File: config.mk
export PLATFORM = sky130hd
export DESIGN_NAME = plic_core
export DESIGN_NICKNAME = d
export VERILOG_FILES = /design/src/rtl/plic_pkg.sv /design/src/rtl/plic_gateway.sv /design/src/rtl/plic_arbiter.sv /design/src/rtl/plic_ctrl.sv /design/src/rtl/plic_datapath.sv /design/src/rtl/plic_core.sv
export SDC_FILE = /design/constraint.sdc
export NUM_CORES = 1
export LEC_CHECK = 0
export ABC_CLOCK_PERIOD_IN_PS = 15700
export CAP_MARGIN = 10
export CORE_ASPECT_RATIO = 1.2
export CORE_MARGIN = 5
export CORE_UTILIZATION = 50
export DETAILED_ROUTE_END_ITERATION = 8
export DONT_BUFFER_PORTS = 1
export GPL_ROUTABILITY_DRIVEN = 0
export HOLD_SLACK_MARGIN = 0.02
export SYNTH_ARGS = -nofsm -noshare
export SYNTH_HDL_FRONTEND = slang
export SYNTH_HIERARCHICAL = 1
export SYNTH_SLANG_ARGS = --single-unit
File: constraint.sdc
create_clock -name clk -period 15.7 [get_ports clk]
set_input_delay 3.925 -clock clk [delete_from_list [all_inputs] [get_ports clk]]
set_output_delay 3.925 -clock clk [all_outputs]
set_load 0.005 [all_outputs]
File: src/rtl/plic_pkg.sv
package plic_pkg;
  localparam int ADDR_W = 10;
  localparam int DATA_W = 32;
  localparam int IDX_W  = 8;

  typedef enum logic [2:0] {
    RD_NONE, RD_PRIO, RD_TRIG, RD_PEND, RD_EN, RD_THR, RD_CLAIM
  } rdSel_e;

  // Strobes from the decoder to the datapath.
  typedef struct packed {
    logic             prioWr;
    logic             trigWr;
    logic             enWr;
    logic             thrWr;
    logic             claimRd;
    logic             complWr;
    rdSel_e           rdSel;
    logic [IDX_W-1:0] idx;
  } strobe_t;
endpackage

File: src/rtl/plic_gateway.sv
module plic_gateway #(
  parameter bit QUEUE  = 1'b1,
  parameter int QDEPTH = 3
) (
  input  logic clk,
  input  logic rstN,
  input  logic srcIn,
  input  logic isEdge,
  input  logic claim,
  input  logic complete,
  output logic pending,
  output logic inFlight
);
  localparam int CNT_W = $clog2(QDEPTH + 1);

  logic prevIn;
  logic edgeSeen;
  logic queued;

  assign edgeSeen = isEdge & srcIn & ~prevIn;

  always_ff @(posedge clk) begin
    if (!rstN) prevIn <= 1'b0;
    else       prevIn <= srcIn;
  end

  always_ff @(posedge clk) begin
    if (!rstN) begin
      pending  <= 1'b0;
      inFlight <= 1'b0;
    end else if (claim) begin
      pending  <= 1'b0;
      inFlight <= 1'b1;
    end else if (complete) begin
      inFlight <= 1'b0;
      pending  <= isEdge ? (edgeSeen | queued) : srcIn;
    end else if (!inFlight && !pending) begin
      pending  <= isEdge ? edgeSeen : srcIn;
    end
  end

  generate
    if (QUEUE) begin : g_queue
      logic [CNT_W-1:0] cnt;
      logic bump;
      // edges in the claim cycle or while the handler runs
      assign bump = edgeSeen & (claim | (inFlight & ~complete));
      always_ff @(posedge clk) begin
        if (!rstN)
          cnt <= '0;
        else if (bump && cnt != CNT_W'(QDEPTH))
          cnt <= cnt + 1'b1;
        else if (complete && !edgeSeen && cnt != '0)
          cnt <= cnt - 1'b1;
      end
      assign queued = (cnt != '0);
    end else begin : g_drop
      assign queued = 1'b0;
    end
  endgenerate
endmodule

File: src/rtl/plic_arbiter.sv
module plic_arbiter #(
  parameter int NUM_SRC = 8,
  parameter int PRIO_W  = 3,
  parameter int ID_W    = 4
) (
  input  logic [NUM_SRC:0]             pendVec,
  input  logic [NUM_SRC:0]             enVec,
  input  logic [NUM_SRC:0][PRIO_W-1:0] prioArr,
  input  logic [PRIO_W-1:0]            thr,
  output logic [ID_W-1:0]              winId,
  output logic                         hit
);
  logic [PRIO_W-1:0] best;

  // Strict compare: threshold-equal masked, first (lowest) ID kept on ties.
  always_comb begin
    best  = thr;
    winId = '0;
    for (int s = 1; s <= NUM_SRC; s++) begin
      if (pendVec[s] && enVec[s] && prioArr[s] > best) begin
        best  = prioArr[s];
        winId = ID_W'(s);
      end
    end
  end

  assign hit = (winId != '0);
endmodule

File: src/rtl/plic_ctrl.sv
module plic_ctrl
  import plic_pkg::*;
#(
  parameter int NUM_SRC = 8,
  parameter int NUM_CTX = 2
) (
  input  logic [ADDR_W-1:0] addr,
  input  logic              wrEn,
  input  logic              rdEn,
  output strobe_t           strobe
);
  logic [1:0]       region;
  logic [IDX_W-1:0] low;
  logic [IDX_W-2:0] ctxLow;
  logic             rdOk;

  assign region = addr[ADDR_W-1 -: 2];
  assign low    = addr[IDX_W-1:0];
  assign ctxLow = addr[IDX_W-1:1];
  assign rdOk   = rdEn & ~wrEn;

  always_comb begin
    strobe       = '0;
    strobe.rdSel = RD_NONE;
    case (region)
      2'd0: begin
        if (32'(low) >= 1 && 32'(low) <= NUM_SRC) begin
          strobe.idx    = low;
          strobe.prioWr = wrEn;
          if (rdOk) strobe.rdSel = RD_PRIO;
        end
      end
      2'd1: begin
        if (low == 8'd0) begin
          strobe.trigWr = wrEn;
          if (rdOk) strobe.rdSel = RD_TRIG;
        end else if (low == 8'd1) begin
          if (rdOk) strobe.rdSel = RD_PEND;
        end
      end
      2'd2: begin
        if (32'(low) < NUM_CTX) begin
          strobe.idx  = low;
          strobe.enWr = wrEn;
          if (rdOk) strobe.rdSel = RD_EN;
        end
      end
      default: begin
        if (32'(ctxLow) < NUM_CTX) begin
          strobe.idx = IDX_W'(ctxLow);
          if (!low[0]) begin
            strobe.thrWr = wrEn;
            if (rdOk) strobe.rdSel = RD_THR;
          end else begin
            strobe.complWr = wrEn;
            strobe.claimRd = rdOk;
            if (rdOk) strobe.rdSel = RD_CLAIM;
          end
        end
      end
    endcase
  end
endmodule

File: src/rtl/plic_datapath.sv
module plic_datapath
  import plic_pkg::*;
#(
  parameter int          NUM_SRC    = 8,
  parameter int          NUM_CTX    = 2,
  parameter int          PRIO_W     = 3,
  parameter int          QDEPTH     = 3,
  parameter int unsigned QUEUE_MASK = 32'h0F
) (
  input  logic               clk,
  input  logic               rstN,
  input  logic [NUM_SRC-1:0] srcIn,
  input  logic [DATA_W-1:0]  wrData,
  input  strobe_t            strobe,
  output logic [DATA_W-1:0]  rdData,
  output logic [NUM_CTX-1:0] irq,
  output logic [NUM_SRC:0]   pendVec,
  output logic [NUM_SRC:0]   inFlight,
  output logic [NUM_SRC:0]   claimVec,
  output logic [NUM_SRC:0]   complVec
);
  localparam int SRC_W = $clog2(NUM_SRC + 1);
  localparam int CTX_W = (NUM_CTX > 1) ? $clog2(NUM_CTX) : 1;

  logic [NUM_SRC:0][PRIO_W-1:0]  prio;
  logic [NUM_SRC:0]              trigEdge;
  logic [NUM_CTX-1:0][NUM_SRC:0] enReg;
  logic [NUM_CTX-1:0][PRIO_W-1:0] thr;
  logic [NUM_CTX-1:0][SRC_W-1:0] winId;
  logic [SRC_W-1:0]              srcSel;
  logic [CTX_W-1:0]              ctxSel;
  logic [SRC_W-1:0]              claimId;

  assign srcSel  = SRC_W'(strobe.idx);
  assign ctxSel  = CTX_W'(strobe.idx);
  assign claimId = winId[ctxSel];

  // Configuration registers
  always_ff @(posedge clk) begin
    if (!rstN) begin
      prio     <= '0;
      trigEdge <= '0;
      enReg    <= '0;
      thr      <= '0;
    end else begin
      if (strobe.prioWr) prio[srcSel] <= wrData[PRIO_W-1:0];
      if (strobe.trigWr) trigEdge <= {wrData[NUM_SRC:1], 1'b0};
      if (strobe.enWr)   enReg[ctxSel] <= {wrData[NUM_SRC:1], 1'b0};
      if (strobe.thrWr)  thr[ctxSel] <= wrData[PRIO_W-1:0];
    end
  end

  // Gateways, one per source; ID 0 is never pending
  assign pendVec[0]  = 1'b0;
  assign inFlight[0] = 1'b0;
  assign claimVec[0] = 1'b0;
  assign complVec[0] = 1'b0;

  generate
    for (genvar s = 1; s <= NUM_SRC; s++) begin : g_src
      assign claimVec[s] = strobe.claimRd && (claimId == SRC_W'(s));
      assign complVec[s] = strobe.complWr && (wrData == DATA_W'(s)) && inFlight[s];
      plic_gateway #(
        .QUEUE (QUEUE_MASK[s-1]),
        .QDEPTH(QDEPTH)
      ) u_gw (
        .clk     (clk),
        .rstN    (rstN),
        .srcIn   (srcIn[s-1]),
        .isEdge  (trigEdge[s]),
        .claim   (claimVec[s]),
        .complete(complVec[s]),
        .pending (pendVec[s]),
        .inFlight(inFlight[s])
      );
    end

    for (genvar c = 0; c < NUM_CTX; c++) begin : g_ctx
      plic_arbiter #(
        .NUM_SRC(NUM_SRC),
        .PRIO_W (PRIO_W),
        .ID_W   (SRC_W)
      ) u_arb (
        .pendVec(pendVec),
        .enVec  (enReg[c]),
        .prioArr(prio),
        .thr    (thr[c]),
        .winId  (winId[c]),
        .hit    (irq[c])
      );
    end
  endgenerate

  // Registered read mux
  always_ff @(posedge clk) begin
    if (!rstN) rdData <= '0;
    else begin
      case (strobe.rdSel)
        RD_PRIO:  rdData <= DATA_W'(prio[srcSel]);
        RD_TRIG:  rdData <= DATA_W'(trigEdge);
        RD_PEND:  rdData <= DATA_W'(pendVec);
        RD_EN:    rdData <= DATA_W'(enReg[ctxSel]);
        RD_THR:   rdData <= DATA_W'(thr[ctxSel]);
        RD_CLAIM: rdData <= DATA_W'(claimId);
        default:  rdData <= '0;
      endcase
    end
  end
endmodule

File: src/rtl/plic_core.sv
module plic_core
  import plic_pkg::*;
#(
  parameter int          NUM_SRC    = 8,
  parameter int          NUM_CTX    = 2,
  parameter int          PRIO_W     = 3,
  parameter int          QDEPTH     = 3,
  parameter int unsigned QUEUE_MASK = 32'h0F
) (
  input  logic               clk,
  input  logic               rstN,
  input  logic [NUM_SRC-1:0] srcIn,
  input  logic [ADDR_W-1:0]  addr,
  input  logic [DATA_W-1:0]  wrData,
  input  logic               wrEn,
  input  logic               rdEn,
  output logic [DATA_W-1:0]  rdData,
  output logic [NUM_CTX-1:0] irq
);
  strobe_t            strobe;
  logic [NUM_SRC:0]   pendVec;
  logic [NUM_SRC:0]   inFlight;
  logic [NUM_SRC:0]   claimVec;
  logic [NUM_SRC:0]   complVec;

  plic_ctrl #(
    .NUM_SRC(NUM_SRC),
    .NUM_CTX(NUM_CTX)
  ) u_ctrl (
    .addr  (addr),
    .wrEn  (wrEn),
    .rdEn  (rdEn),
    .strobe(strobe)
  );

  plic_datapath #(
    .NUM_SRC   (NUM_SRC),
    .NUM_CTX   (NUM_CTX),
    .PRIO_W    (PRIO_W),
    .QDEPTH    (QDEPTH),
    .QUEUE_MASK(QUEUE_MASK)
  ) u_dp (
    .clk     (clk),
    .rstN    (rstN),
    .srcIn   (srcIn),
    .wrData  (wrData),
    .strobe  (strobe),
    .rdData  (rdData),
    .irq     (irq),
    .pendVec (pendVec),
    .inFlight(inFlight),
    .claimVec(claimVec),
    .complVec(complVec)
  );
endmodule

==> results.txt <==
----------------------------------------------------
[Floorplan]
  Die Ht ... about 150 µm
  Total number of placement rows ... 49
  CORE AREA ... 0.0150 mm²
  Horizontal die dimension ... about 120 µm
  Initial standard-cell utilization of the core ... 50.8%
  Die Outline Area ... ~0.018 mm²
  Boundary Pins ... between 80 and 90

[Layout]
  Number of antenna diodes ... 0
  Fraction of layout instances using a drive strength above 1 ... a little under an eighth
  Area growth from synthesis to layout ... 5.23%
  Number of nets in the final layout ... 980
  Non-filler cells in the finished layout ... between 1,000 and 1,500
  Filler cell count ... 1,452
  Utilization after layout ... 53.5%
  Total area of multi-input combinational cells ... about 0.0053 mm²
  Area taken by flip-flops and latches ... a little under 0.002 mm²

[Power and ir drop]
  Switching pwr ... approximately 0.12 mW
  Clock share of power ... 44.7%
  Logic pwr share ... between 2 and 3%
  Proportion of total power due to net switching ... roughly 24%
  Leakage ... 2.96 nW
  Power density normalized to cell area ... a little over 60 mW/mm²
  Max rail drop VDD ... roughly 0.06 mV
  Sequential power share ... 52.6%
  Power Internal ... approximately 0.37 mW

[Critical path]
  Worst R2R Path Depth ... 62
  Critical Path AT ... 11.06 ns
  Data required time of the critical path ... 11.77 ns
  R2R Path Start ... u_dp/prio[4]$_SDFFE_PN0P_
  Endpoint of the most critical register-to-register path ... u_dp/g_src[1].u_gw/g_queue.cnt[0]$_SDFFE_PN0P_
  Cell with the largest stage delay on the worst path ... sky130_fd_sc_hd__dfxtp_1
  Most frequent cell on the critical path ... sky130_fd_sc_hd__ha_1
  Startpoint Class ... flop
  Setup slack of the most critical reg-to-reg path ... approximately 3.3 ns
  Biggest cell delay along the critical path ... around 0.52 ns
  Top Family by Delay on Critical Path ... compound AO/OA/AOI/OAI gates
  Start-to-end type of the worst setup path ... flop to output port
  Crit path launch ... u_dp/prio[4]$_SDFFE_PN0P_
  Type of element capturing the critical path ... output port
  Buffers plus inverters on the worst setup path ... 0
  Maximum fanout along the worst path ... 9

[Clock network]
  Number of H-tree levels ... 3
  TritonCTS clock tree ... done
  Number of buffers inserted during clock tree synthesis ... 9
  Number of buffers on the longest clock path ... 2
  Clock latency reported for the late side of the worst-skew pair ... around 0.35 ns
  Root buffer cell ... sky130_fd_sc_hd__clkbuf_16
  CTS Hold Buffers Added ... 0
  Clock transition time at the flip-flop clock pins of the worst setup and hold paths ... about 0.07 ns
  Clock Sink Count ... between 90 and 100

[STA]
  Clock Skews ... around 0.0086 ns
  Setup repair after global routing missed its margin ... no
  # setup viols final ... 0
  Final Hold Vio Count ... 0
  Period utilisation layout ... 95.4%
  Least setup slack across all paths after layout ... between 0.7 and 0.8 ns
  Post-layout minimum cycle time ... 14.98 ns
  Transition time at the pin with the least slew margin ... about 1.1 ns
  Number of slew-limit violations in the final report ... 0
  Achievable frequency ... ~67 MHz
  Relative slew slack ... roughly a quarter
  Setup tns final ... 0 ns

[Placed design]
  Number of cells after detailed placement ... ~1,100
  DP HPWL ... roughly 17,000 µm
  Worst slack after detailed placement ... between 0.8 and 0.9 ns
  Number of buffers inserted by port buffering ... 0

[Run]
  Max-capacitance violation count ... 0

[Run status]
  Status ... complete, no violations

[Worst hold path]
  Worst Hold Path EP ... u_dp/prio[0]$_SDFFE_PN0P_
  Startpoint of the most critical hold path ... u_dp/prio[0]$_SDFFE_PN0P_
  Min-Delay Path Depth ... 2
  Worst hold-check path type ... flop to flop

[Detailed routing]
  Final routed wirelength across all metal layers ... 22,000 µm
  Initial detailed-routing violation count ... ~450
  Number of nets still failing antenna checks after routing ... 0
  Wire length per cell ... between 15 and 20 µm
  Vias per std cell ... around 6.2
  Detailed-route via count ... 6,862
  Count of unresolved DRC violations after routing ... 0
  Detailed-router iteration count before antenna repair ... 5

[Yosys]
  Gate Count Post-Synth ... 910
  Avg Inst Size Synth ... about 8.4 µm²
  Warnings, synthesis ... 6
  Area of the mapped netlist ... 0.00761 mm²

[Global routing]
  Number of antenna violations at the first check in global routing ... 0
  Via count of the first global-routing pass ... between 6,000 and 7,000
  GRT Util Overall ... roughly a quarter
  GR Overflow Total ... 0
  Maximum number of pins on one net before global-route repair ... 99
  Wire length of the first global-routing pass ... between 30,000 and 40,000 µm

----------------------------------------------------
[placed cells by master (no fill, tap or decap), types with 8 or more instances in the layout]
cell type                   count
sky130_fd_sc_hd__nand4_1       10
sky130_fd_sc_hd__nor2_1        67
sky130_fd_sc_hd__and2_1        11
sky130_fd_sc_hd__nor3_1        21
sky130_fd_sc_hd__and2_4         8
sky130_fd_sc_hd__dfxtp_1       98
sky130_fd_sc_hd__and3_1        26
sky130_fd_sc_hd__a21oi_1       28
sky130_fd_sc_hd__nand2b_1      21
sky130_fd_sc_hd__nand2_1       77
sky130_fd_sc_hd__o211ai_1       9
sky130_fd_sc_hd__ha_1          28
sky130_fd_sc_hd__conb_1        23
sky130_fd_sc_hd__inv_1         39
sky130_fd_sc_hd__nand3_1       48
sky130_fd_sc_hd__nor2b_1       47
sky130_fd_sc_hd__a31oi_1       10
sky130_fd_sc_hd__a21boi_0      25
sky130_fd_sc_hd__mux2i_1       63
sky130_fd_sc_hd__clkbuf_16      9
sky130_fd_sc_hd__o21ai_0       30
sky130_fd_sc_hd__nor4_1         9
[metrics by stage]
| step | hold WS (ns) | area (µm²) | power (mW) |
|---|---|---|---|
| after floorplan | 0.443 | 7690 | 0.278 |
| after global placement | 0.458 | 7680 | 0.275 |
| after detailed placement | 0.465 | 7680 | 0.275 |
| after CTS | 0.476 | 7970 | 0.492 |
| after global routing | 0.502 | 8000 | 0.505 |
| final | 0.476 | 8000 | 0.487 |
[sequential cells by signal, summed over array words and instances, names as in the netlist]
name,count
u_dp/prio,27
u_dp/enReg,16
u_dp/rdData,9
u_dp/g_src.u_gw/g_queue.cnt,8
u_dp/g_src.u_gw/inFlight,8
u_dp/g_src.u_gw/pending,8
u_dp/g_src.u_gw/prevIn,8
u_dp/trigEdge,8
u_dp/thr,6
[tightest hold or removal path, stage by stage, from the launching register on]
cell	delay [ns]
sky130_fd_sc_hd__dfxtp_1	0.32
sky130_fd_sc_hd__nand2_1	0.05
sky130_fd_sc_hd__a21boi_0	0.07
[power groups by stage]
stage                     Clock (mW)  Sequential (mW)  Combinational, mW
after floorplan                    0            0.259             0.0188
after CTS                      0.223            0.256             0.0131
after detailed placement           0            0.262             0.0131
after global routing           0.233            0.257             0.0146
final                          0.217            0.256             0.0134
after global placement             0            0.262             0.0129
[layout make-up]
class                           count  share of cell area (%)
Multi-Input combinational cell    744                    66.3
Sequential cell                    98                    24.5
Tap cell                          204                    3.19
Clock buffer                        9                    2.81
Inverter                           39                    1.83
Clock inverter                      7                   0.766
Timing Repair Buffer                6                   0.563
[worst max path at each step]
stage | endpoint | slack, ns | cells after the start
floorplan | irq[0] | 1.92 | 49
global placement | irq[0] | 1.08 | 48
detailed placement | irq[0] | 0.89 | 48
CTS | irq[0] | 0.47 | 48
global route | irq[0] | 0.02 | 50
finish | irq[1] | 0.72 | 54
[routing by layer]
layer,vias up,track usage [%],part of all wire (%)
li1,3271,-,-
met1,3279,29.8,41
met2,253,42.0,49
met3,59,4.09,6.3
met4,0,10.8,4.1
met5,-,0,0
[what timing repair did]
action,CTS,global route
endpoints found under the setup margin,0,1
gates resized for setup,0,8
setup buffers,0,0
No activity file was read; power rests on OpenSTA's default activity.
